[config.mk]
export PLATFORM = sky130hd
export DESIGN_NAME = byte_chain_stage
export DESIGN_NICKNAME = d
export VERILOG_FILES = /design/src/rtl/byte_chain_pkg.sv /design/src/rtl/bcs_catch_ctrl.sv /design/src/rtl/bcs_byte_hold.sv /design/src/rtl/bcs_strobe.sv /design/src/rtl/byte_chain_stage.sv
export SDC_FILE = /design/constraint.sdc
export NUM_CORES = 1
export LEC_CHECK = 0
export ABC_AREA = 1
export BUFFER_PORTS_ARGS = -buffer_cell sky130_fd_sc_hd__buf_2
export CAP_MARGIN = 10
export CORE_AREA = 10 10 47 49
export CTS_CLUSTER_DIAMETER = 200
export CTS_CLUSTER_SIZE = 20
export DETAILED_ROUTE_END_ITERATION = 7
export DIE_AREA = 0 0 57 59
export GPL_ROUTABILITY_DRIVEN = 0
export RECOVER_POWER = 50
export SETUP_SLACK_MARGIN = 0.4
export SLEW_MARGIN = 25
export SYNTH_ARGS = -nofsm -noshare
export SYNTH_HDL_FRONTEND = slang
export SYNTH_HIERARCHICAL = 1
export SYNTH_SLANG_ARGS = --single-unit
[constraint.sdc]
create_clock -name clk -period 1.2 [get_ports clk]
set_clock_uncertainty 0.1 [all_clocks]
set_input_delay 0.06 -clock clk [delete_from_list [all_inputs] [get_ports clk]]
set_output_delay 0.06 -clock clk [all_outputs]
set_load 0.02 [all_outputs]
[src/rtl/byte_chain_pkg.sv]
package byte_chain_pkg;

  // Per-frame occupancy of one stage
  typedef enum logic [0:0] {
    SLOT_OPEN = 1'b0,
    SLOT_HELD = 1'b1
  } slot_state_t;

endpackage

[src/rtl/bcs_catch_ctrl.sv]
module bcs_catch_ctrl
  import byte_chain_pkg::*;
(
  input  logic clk,
  input  logic rst,
  input  logic in_valid,
  input  logic in_sync,
  input  logic catch_en,
  output logic take_o,
  output logic held_o
);

  slot_state_t state_q;
  slot_state_t state_d;

  // A marker cycle never captures; the upstream flag may still be stale then.
  assign take_o = in_valid && !in_sync && catch_en && (state_q == SLOT_OPEN);

  always_comb begin
    state_d = state_q;
    if (in_sync) begin
      state_d = SLOT_OPEN;
    end else if (take_o) begin
      state_d = SLOT_HELD;
    end
  end

  always_ff @(posedge clk) begin
    if (rst) begin
      state_q <= SLOT_OPEN;
    end else begin
      state_q <= state_d;
    end
  end

  assign held_o = (state_q == SLOT_HELD);

  // a frame-start leaves the slot open on the next cycle
  a_r5_sync_reopens: assert property (@(posedge clk) disable iff (rst)
    in_sync |=> !held_o);

  // a held slot stays held until a frame-start
  a_r4_held_sticks: assert property (@(posedge clk) disable iff (rst)
    (held_o && !in_sync) |=> held_o);

  // no enable, no change of occupancy
  a_r3_no_enable_stays_open: assert property (@(posedge clk) disable iff (rst)
    (!held_o && !catch_en) |=> !held_o);

endmodule

[src/rtl/bcs_byte_hold.sv]
module bcs_byte_hold #(
  parameter int DATA_W = 8,
  parameter int LANE_W = 4
) (
  input  logic              clk,
  input  logic              rst,
  input  logic              load,
  input  logic [DATA_W-1:0] d,
  output logic [DATA_W-1:0] q
);

  localparam int NLANES = (DATA_W + LANE_W - 1) / LANE_W;

  // Register split into lanes so wide data maps onto slice-sized groups
  for (genvar g = 0; g < NLANES; g++) begin : g_lane
    localparam int LO = g * LANE_W;
    localparam int HI = ((LO + LANE_W) > DATA_W) ? DATA_W - 1 : LO + LANE_W - 1;

    always_ff @(posedge clk) begin
      if (rst) begin
        q[HI:LO] <= '0;
      end else if (load) begin
        q[HI:LO] <= d[HI:LO];
      end
    end
  end

  // contents move only when loaded
  a_r8_hold_when_idle: assert property (@(posedge clk) disable iff (rst)
    !load |=> $stable(q));

endmodule

[src/rtl/bcs_strobe.sv]
module bcs_strobe (
  input  logic clk,
  input  logic rst,
  input  logic fire,
  output logic pulse_o
);

  always_ff @(posedge clk) begin
    if (rst) begin
      pulse_o <= 1'b0;
    end else begin
      pulse_o <= fire;
    end
  end

  // single-cycle strobe
  a_r6_one_cycle: assert property (@(posedge clk) disable iff (rst)
    pulse_o |=> !pulse_o);

endmodule

[src/rtl/byte_chain_stage.sv]
module byte_chain_stage #(
  parameter int DATA_W = 8,
  parameter int LANE_W = 4
) (
  input  logic              clk,
  input  logic              rst,
  input  logic              in_valid,
  input  logic              in_sync,
  input  logic [DATA_W-1:0] in_byte,
  input  logic              catch_en,
  output logic              taken,
  output logic [DATA_W-1:0] out_byte,
  output logic              out_valid
);

  logic take_w;
  logic held_w;

  bcs_catch_ctrl u_ctrl (
    .clk      (clk),
    .rst      (rst),
    .in_valid (in_valid),
    .in_sync  (in_sync),
    .catch_en (catch_en),
    .take_o   (take_w),
    .held_o   (held_w)
  );

  bcs_byte_hold #(
    .DATA_W (DATA_W),
    .LANE_W (LANE_W)
  ) u_hold (
    .clk  (clk),
    .rst  (rst),
    .load (take_w),
    .d    (in_byte),
    .q    (out_byte)
  );

  bcs_strobe u_strobe (
    .clk     (clk),
    .rst     (rst),
    .fire    (take_w),
    .pulse_o (out_valid)
  );

  assign taken = held_w;

  // an eligible byte shows up with its strobe one cycle later
  a_r2_capture: assert property (@(posedge clk) disable iff (rst)
    (in_valid && !in_sync && catch_en && !taken) |=>
      (out_valid && taken && out_byte == $past(in_byte)));

  // a stage already holding its byte emits nothing more
  a_r4_no_second: assert property (@(posedge clk) disable iff (rst)
    taken |=> !out_valid);

  // a byte on the marker cycle is dropped
  a_r5_sync_byte_dropped: assert property (@(posedge clk) disable iff (rst)
    in_sync |=> !out_valid);

  // flag rises only together with the strobe
  a_r9_flag_with_strobe: assert property (@(posedge clk) disable iff (rst)
    $rose(taken) |-> out_valid);

  // reset state
  a_r1_reset_state: assert property (@(posedge clk)
    $past(rst) |-> (!taken && !out_valid && out_byte == '0));

endmodule

After elaboration in Yosys (flattened, before gate mapping) --
Cells that the tools add are included.
Storage, ports and cells: logic and storage cells 10, register bits 10, input bits 13
Cells by class: bitwise gates (word level) 1, reductions and logical operators 5
Operators with widths (number):
- $logic_and 1x1->1 | 3
- $reduce_or 2->1 | 1
- $logic_not 1->1 | 1
- $not 1->1 | 1

Depth between registers and ports, before layout --
Gate-level depths: netlist (run 1).
word-level depth 4, mapped depth 7

By module --
The synthesis (run 1) kept the hierarchy.
Modules (own cells, without submodules):
- bcs_byte_hold | instances 1, area an instance 341.6 µm², cells an instance 51
- bcs_catch_ctrl | instances 1, area an instance 47.5 µm², cells an instance 8
- bcs_strobe | instances 1, area an instance 30.0 µm², cells an instance 3

Worst setup path after synthesis (run 1) --
Ideal clock, no wire load.
path type reg2reg, from register u_ctrl.state_q, in the netlist u_ctrl/held_o, to register u_hold.q[2], data required time 0.986 ns, setup time 0.114 ns, slack -0.078 ns, buffers on the path 2, stages on the path, launching flop included 7, arrival time 1.064 ns, path through dfxtp_1 > nor3_1 > buf_6 > buf_6 > nand2_1 > nand2_1 > nor2_2
On the way: cells in the longest elaborated chain, start to end 2
RTL lines:
- start, declared | RTL line bcs_catch_ctrl.sv:13 | slot_state_t state_q;
- start signal, assigned | RTL line bcs_catch_ctrl.sv:32 | state_q <= state_d;
- $not 1->1 | RTL line bcs_catch_ctrl.sv:17 | assign take_o = in_valid && !in_sync && catch_en && (state_q == SLOT_OPEN);
- $logic_and 1x1->1 | RTL line bcs_catch_ctrl.sv:17
- via take_w | RTL line byte_chain_stage.sv:16 | logic take_w;
- end signal, assigned by index | RTL line bcs_byte_hold.sv:23 | q[HI:LO] <= d[HI:LO];
- end, declared | RTL line bcs_byte_hold.sv:9 | output logic [DATA_W-1:0] q
The timed path passes the listed nets, and every way through them passes these cells. A chain may end at the register's enable or synchronous reset.

Worst setup path after layout (run 1) --
from register u_ctrl.state_q, in the netlist u_ctrl/held_o, to register u_hold.q[3]
The elaborated chain is that of the path after synthesis.

==> results of run 1 <==
## worst max-delay path by stage
stage,end,cells after the start
finish,u_hold/q[3],5
global placement,u_hold/q[5],5
floorplan,u_hold/q[2],6
detailed placement,u_hold/q[1],5
CTS,u_hold/q[7],5
global route,u_hold/q[4],5
## cell type report
type	instances	share of cell area
repair buffers	27	0.325
inverters	12	0.0658
flip-flops and latches	10	0.293
well taps	16	0.0293
clock buffers	4	0.0384
multi-input cells	38	0.249
## cell usage after synthesis (all sizes together)
cell   number  area (um2)
buf         2        22.5
nor3        1        5.00
dfxtp      10         200
nor2       18        72.6
nand2      19        73.8
inv        12        45.0
## layer usage
layer	track usage	up-vias	share of wire
li1	-	230	-
met1	0.0695	196	0.41
met2	0.112	15	0.50
met3	0.0494	0	0.089
met4	0.0302	0	0
met5	0	-	0
## timing repair
action / CTS / global route
endpoints found under the setup margin: 19 / 20
hold endpoints to repair: 5 / 0
hold buffers: 1 / 0
pin swaps: 0 / 4
gates resized for setup: 28 / 8
setup buffers: 1 / 1
gates cloned: 0 / 0
## registers in the layout, summed over array words and instances (netlist names)
register,cells
u_hold/q,8
u_ctrl/held_o,1
u_strobe/pulse_o,1
## worst min-delay path: cells and delay by family
| family | cells | cell delay (ns) |
|---|---|---|
| buffers and inverters | 2 | 0.14 |
| AND/OR/NAND/NOR | 2 | 0.09 |
## power breakdown
part / switching (mW) / total (mW) / internal [mW]
Sequential: 0.0115 / 0.360 / 0.348
Clock: 0.105 / 0.233 / 0.128
Combinational: 0.0710 / 0.143 / 0.0718
## kinds of logic after synthesis
logic type,count (synthesis)
buffers and inverters,14
DFF,10
and+or+nand+nor,38
## through the flow
stage / power (mW) / setup WS, ns
5_1_grt: 0.788 / 0.0446
2_1_floorplan: 0.432 / 0.0656
6_report: 0.735 / 0.0917
4_1_cts: 0.745 / 0.132
3_3_place_gp: 0.473 / 0.174
3_5_place_dp: 0.475 / 0.146
==> metrics.csv, run 1 <==
metric,value,unit
rrSetupSlack,0.09,ns
fmaxAchievable,902,MHz
layout-drive-gt1-share,0.407,
layout.cells.non_filler,107,
cp-startpoint,u_ctrl/held_o,
dp_hpwl,815,um
grt_pass1_wl,1.90,mm
hold_ws,-0.0226,ns
tightest_slew,0.249,ns
initial_core_util,0.299,
hold_end,u_ctrl/held_o,
fin_setup_tns,0,ns
endpoint_kind,register,
seq_area_frac_synth,0.478,
core,1400,um2
reg2regPathDepth,5,
ant_nets,0,
yosysWarnings,6,
post-route-period-util,0.924,
gr-usage-all-layers,0.0702,
syn_inst,62,
final_common_cell,nor2_1,
ir_drop,0.515,mV
dr.pass1.iters,4,
post_drt_via_cell_ratio,4.12,
routed_wirelength,1.13,mm
syn_to_final_growth,63.3,%
root_buffer,clkbuf_4,
worst_ep_required_time,1.25,ns
setup_violations,0,
syn_avg_cell_area,6.76,um2
hold_start,in_sync,
n_fill_cell,153,
dp_cells,100,
h-tree-depth,1,
ys_seq_elements,10,
fp.dieW,57,um
port_buffers,22,
hp-class,in -> reg,
start_kind,register,
critPathBufInv,1,
ff_latch_area,200,um2
power.leakage,0.378,nW
violations,negative hold slack,
antenna_found_initial,0,
insertion_delay,0.26,ns
utilization,0.488,
path_delay_family,simple AND/OR/NAND/NOR gates,
cts_buffers,3,
cts.clk_slew.worst_paths,0.06,ns
drc,0,
diodes,0,
wl_per_cell,10.5,um
ioPinCount,23,
cellPowerDensity,1070,nW/um2
worst_path_largest_cell_delay,0.34,ns
cpMostUsedCell,nand2_1,
die_y,59,um
nets,105,
path_cells,nor3_4 -> buf_6 -> nand2_1 -> nand2_1 -> nor2_1,
yosys.area_share.xor_xnor,0,
via_count,441,
grt_pass1_vias,441,
num_rows,14,
grt-ovfl-total,0,
maxSlewViolCount,0,
multi_input_area,170,um2
grt_max_degree,10,
synth_nets,75,
path_class,reg -> reg,
rsz0062_at_grt,yes,
synth.distinct_cells,8,
critical_path_arrival,1.16,ns
cp_max_fo,9,
fin_crit,1.11,ns
r2r-end,u_hold/q[3],
cp_slowest_cell,dfxtp_1,
stdcell_area,684,um2
cts_tree,yes,
maxSlewHeadroom,0.834,
cts_sinks,10,
drt_iter0_drc,8,
synth_compound_area_frac,0,
hold_viol_final,3,
synth-simple-area-share,0.361,
outcome,finished with violations,
die_area,3360,um2
final_cell_mix,"nor2_1 (16), nand2_1 (15), buf_2 (12), buf_6 (12), inv_1 (11)",
synth_top_family_by_area,simple AND/OR/NAND/NOR gates,
drv_cap,0,
clock_path_buffers,2,
synthMuxAreaShare,0,
synth_area,419,um2
dpl_cell_area,557,um2
r2r_start,u_ctrl/held_o,
hold_depth,4,
synth_fa_ha_area_frac,0,
No activity file was read; power rests on OpenSTA's default activity.
==> inputs of run 2 (changes only) <==
Settings changed: SETUP_SLACK_MARGIN 0.4 to not set.
==> metrics.csv, run 2 (synthesis gave the netlist of run 1 again) <==
metric,value,unit,change
die_area,3360,um2,unchanged
regMostFlops,u_hold/q,,
layout.cells.non_filler,113,,+5.6%
root_buffer,clkbuf_4,,
syn_to_final_growth,63.9,%,
utilization,0.490,,+0.00179
cts_sinks,10,,unchanged
n_fill_cell,150,,-2.0%
ant_nets,0,,unchanged
drc,0,,unchanged
diodes,0,,unchanged
cp-startpoint,u_ctrl/held_o,,
grt-ovfl-total,0,,unchanged
clock_path_buffers,2,,unchanged
rrSetupSlack,0.1,ns,about the same
cellPowerDensity,1040,nW/um2,-2.8%
setup_violations,0,,unchanged
worst_ep_required_time,1.26,ns,about the same
cts_tree,yes,,
critical_path_arrival,1.16,ns,about the same
final_cell_mix,"nand2_1 (17), nor2_1 (16), inv_1 (12)",,
routed_wirelength,1.13,mm,+0.44%
hp-class,in -> reg,,
outcome,finished clean,,
num_rows,14,,unchanged
grt_pass1_vias,442,,+0.23%
cp.depth,5,,unchanged
ir_drop,0.582,mV,+13%
via_count,457,,+3.6%
die_y,59,um,unchanged
drt_iter0_drc,4,,-4
insertion_delay,0.26,ns,about the same
power.leakage,0.359,nW,-5.0%
start_kind,register,,
postCtsSetupRepairBufs,0,,-1
dp_cells,99,,-1.0%
antenna_found_initial,0,,unchanged
fmaxAchievable,907,MHz,+0.53%
final_common_cell,nand2_1,,
hold_depth,5,,+1
layout-drive-gt1-share,0.227,,-0.180
reg2regPathDepth,5,,unchanged
grt_max_degree,18,,+8
wl_per_cell,10.0,um,-4.9%
cts.clk_slew.worst_paths,0.06,ns,about the same
cp_slowest_cell,dfxtp_1,,
post-route-period-util,0.919,,-0.00483
hold_viol_final,0,,-3
maxSlewHeadroom,0.825,,-0.00837
h-tree-depth,1,,unchanged
path_class,reg -> reg,,
fp.dieW,57,um,unchanged
path_cells,nor3_4 -> buf_6 -> nand2_1 -> nand2_1 -> nor2_2,,
core,1400,um2,unchanged
fin_crit,1.10,ns,-0.00579 ns
grt_pass1_wl,1.87,mm,-1.8%
tightest_slew,0.263,ns,+0.0140 ns
port_buffers,22,,unchanged
worst_path_largest_cell_delay,0.34,ns,about the same
cts_buffers,3,,unchanged
ioPinCount,23,,unchanged
hold_ws,0.00259,ns,+0.0251 ns
r2r_start,u_ctrl/held_o,,
r2r-end,u_hold/q[2],,
power,0.717,mW,-2.5%
cp_max_fo,5,,-4
nets,112,,+6.7%
fin_setup_tns,0,ns,unchanged
path_delay_family,simple AND/OR/NAND/NOR gates,,
dr.pass1.iters,3,,-1
maxSlewViolCount,0,,unchanged
rsz0062_at_grt,no,,
critPathBufInv,1,,unchanged
drv_cap,0,,unchanged
dp_hpwl,746,um,-8.5%
cpMostUsedCell,nand2_1,,
gr-usage-all-layers,0.0716,,+0.00136
hold_start,in_byte[0],,
endpoint_kind,register,,
hold_end,u_hold/q[0],,
largest_reg_flops,8,,unchanged
post_drt_via_cell_ratio,4.04,,-1.9%
initial_core_util,0.299,,unchanged
==> run 2: changes by cell type in the layout (fill, tap and decap cells not counted), sizes merged <==
cell	delta
buf	-12
dlygate4sd3	+9
clkbuf	+9
==> run 2: power breakdown <==
part / internal, mW / total [mW] / leakage, nW / switching (mW)
Sequential: 0.348 / 0.356 / 0.0817 / 0.00784
Clock: 0.115 / 0.221 / 0.0138 / 0.105
Combinational: 0.0678 / 0.140 / 0.263 / 0.0727
==> run 2: cell type report <==
type / instances / area [um2] / share of cell area
Clock buffer: 3 / 22.5 / 0.0328
Inverter: 12 / 45.0 / 0.0656
Multi-Input combinational cell: 38 / 170 / 0.248
Sequential cell: 10 / 200 / 0.291
Tap cell: 16 / 20.0 / 0.0291
Timing Repair Buffer: 34 / 229 / 0.333
==> run 2: worst reg2reg max path: stages (launching register included) <==
cell	delay [ns]
dfxtp_1	0.34
nor3_4	0.25
buf_6	0.15
nand2_1	0.05
nand2_1	0.07
nor2_2	0.03
==> run 2: timing repair <==
item | 4_1_cts | 5_1_grt
hold buffers | 10 | 0
endpoints found under the hold margin | 9 | 0
resized for setup | 0 | 10
setup endpoints to repair | 0 | 9
==> run 2: stage by stage <==
step	instance area [um2]	setup WS, ns
floorplan	424	0.00639
global placement	539	0.161
detailed placement	539	0.132
CTS	662	0.0172
global route	687	0.0309
finish	687	0.0975
==> run 2: worst max path at each step <==
stage / to / slack, ns
2_1_floorplan: u_hold/q[2] / 0.006
3_3_place_gp: u_hold/q[2] / 0.16
3_5_place_dp: u_hold/q[7] / 0.13
4_1_cts: u_hold/q[2] / 0.02
5_1_grt: u_hold/q[5] / 0.03
6_report: u_hold/q[2] / 0.1
==> run 2: routing by layer <==
| layer | share of wire | global-route usage |
|---|---|---|
| met2 | 0.48 | 0.110 |
| met5 | 0 | 0 |
| met4 | 0.017 | 0.0503 |
| met1 | 0.41 | 0.0636 |
| met3 | 0.10 | 0.0558 |
==> inputs of run 3 (changes only) <==
Settings changed: CORE_AREA 10 10 47 49 to 2 2 39 41, DIE_AREA 0 0 57 59 to 0 0 41 43.
==> metrics.csv, run 3 (synthesis gave the netlist of run 1 again) <==
metric,value,unit,change
outcome,finished with violations,,
violations,negative hold slack,,
fin_setup_tns,0,ns,unchanged
postCtsSetupRepairBufs,0,,unchanged
hold_viol_final,1,,+1
dp_cells,100,,+1.0%
cts_buffers,3,,unchanged
tightest_slew,0.255,ns,-0.00790 ns
hp-class,in -> reg,,
grt_max_degree,12,,-6
ir_drop,0.655,mV,+13%
layout-drive-gt1-share,0.234,,+0.00724
maxSlewViolCount,0,,unchanged
drv_cap,0,,unchanged
port_buffers,22,,unchanged
cts_sinks,10,,unchanged
critical_path_arrival,1.11,ns,-0.05 ns
setup_violations,0,,unchanged
nets,109,,-2.7%
path_class,reg -> reg,,
gr-usage-all-layers,0.114,,+0.0422
wl_per_cell,7.79,um,-22%
dp_hpwl,627,um,-16%
power.leakage,0.334,nW,-7.0%
grt_pass1_wl,1.34,mm,-28%
cts_tree,yes,,
routed_wirelength,857,um,-24%
start_kind,register,,
hold_ws,-0.00271,ns,-0.00530 ns
die_area,1760,um2,-48%
core,1380,um2,-1.2%
cellPowerDensity,1100,nW/um2,+5.7%
clock_path_buffers,2,,unchanged
root_buffer,clkbuf_4,,
maxSlewHeadroom,0.831,,+0.00525
antenna_found_initial,0,,unchanged
drc,0,,unchanged
diodes,0,,unchanged
cp_max_fo,11,,+6
initial_core_util,0.303,,+0.00379
final_common_cell,nand2_1,,
syn_to_final_growth,49.9,%,
drt_iter0_drc,1,,-3
ioPinCount,23,,unchanged
grt-ovfl-total,0,,unchanged
layout.cells.non_filler,110,,-2.7%
post_drt_via_cell_ratio,3.84,,-5.1%
rsz0062_at_grt,no,,
worst_ep_required_time,1.25,ns,about the same
ant_nets,0,,unchanged
regMostFlops,u_hold/q,,
num_rows,14,,unchanged
final_cell_mix,"nand2_1 (18), nor2_1 (16), buf_2 (13)",,
endpoint_kind,register,,
fmaxAchievable,944,MHz,+4.0%
post-route-period-util,0.883,,-0.0356
die_y,43,um,-27%
cts.clk_slew.worst_paths,0.06,ns,about the same
insertion_delay,0.25,ns,about the same
power,0.693,mW,-3.3%
fp.dieW,41,um,-28%
via_count,422,,-7.7%
grt_pass1_vias,356,,-19%
fin_crit,1.06,ns,-0.0428 ns
ctsResizeCount,0,,unchanged
dr.pass1.iters,3,,unchanged
largest_reg_flops,8,,unchanged
holdBufCountCts,7,,-3
h-tree-depth,1,,unchanged
## run 3: cell count changes in the layout (fill, tap and decap cells not counted), sizes merged
cell / before / now
dlymetal6s4s: 1 / 0
buf: 14 / 15
clkbuf: 13 / 12
dlygate4sd3: 9 / 7
## run 3: area by class of cell
cell class | instances | area (um2)
Fill cell | 150 | 756
Sequential cell | 10 | 200
Timing Repair Buffer | 31 | 184
Multi-Input combinational cell | 38 | 156
Inverter | 12 | 45.0
Clock buffer | 3 | 22.5
Tap cell | 16 | 20.0
## run 3: worst paths after layout
check | endpoint | cells after the start | startpoint | slack, ns
worst min-delay path | u_hold/q[0] | 5 | in_byte[0] | -0.003
worst max register to register | u_hold/q[2] | 5 | u_ctrl/held_o | 0.14
worst max-delay path | u_hold/q[2] | 5 | u_ctrl/held_o | 0.14
worst min register to register | u_hold/q[5] | 2 | u_hold/q[5] | 0.37
## run 3: metal layers
metal / part of all wire / GRT usage
met4: 0.022 / 0.0800
met5: 0 / 0
met3: 0.11 / 0.0314
met2: 0.39 / 0.144
met1: 0.47 / 0.159
## run 3: worst max-delay path, cell delays in order (launching register included)
cell and delay (ns):
dfxtp_1 0.32, nor3_2 0.18, buf_4 0.20, nand2_1 0.06, nand2_1 0.06, nor2_2 0.03
## run 3: metrics by stage
| step | utilization | worst slack, ns | instance area [um2] |
|---|---|---|---|
| after detailed placement | 0.395 | 0.140 | 547 |
| after global routing | 0.454 | 0.00320 | 628 |
| final | 0.454 | 0.140 | 628 |
| after floorplan | - | 0.00639 | 424 |
| after CTS | 0.462 | 0.130 | 639 |
| after global placement | 0.395 | 0.169 | 547 |
## run 3: report_power, final
group	internal, mW	leakage (nW)	switching (mW)
Clock	0.115	0.0138	0.101
Sequential	0.348	0.0817	0.00781
Combinational	0.0564	0.238	0.0655
Total	0.520	0.334	0.174
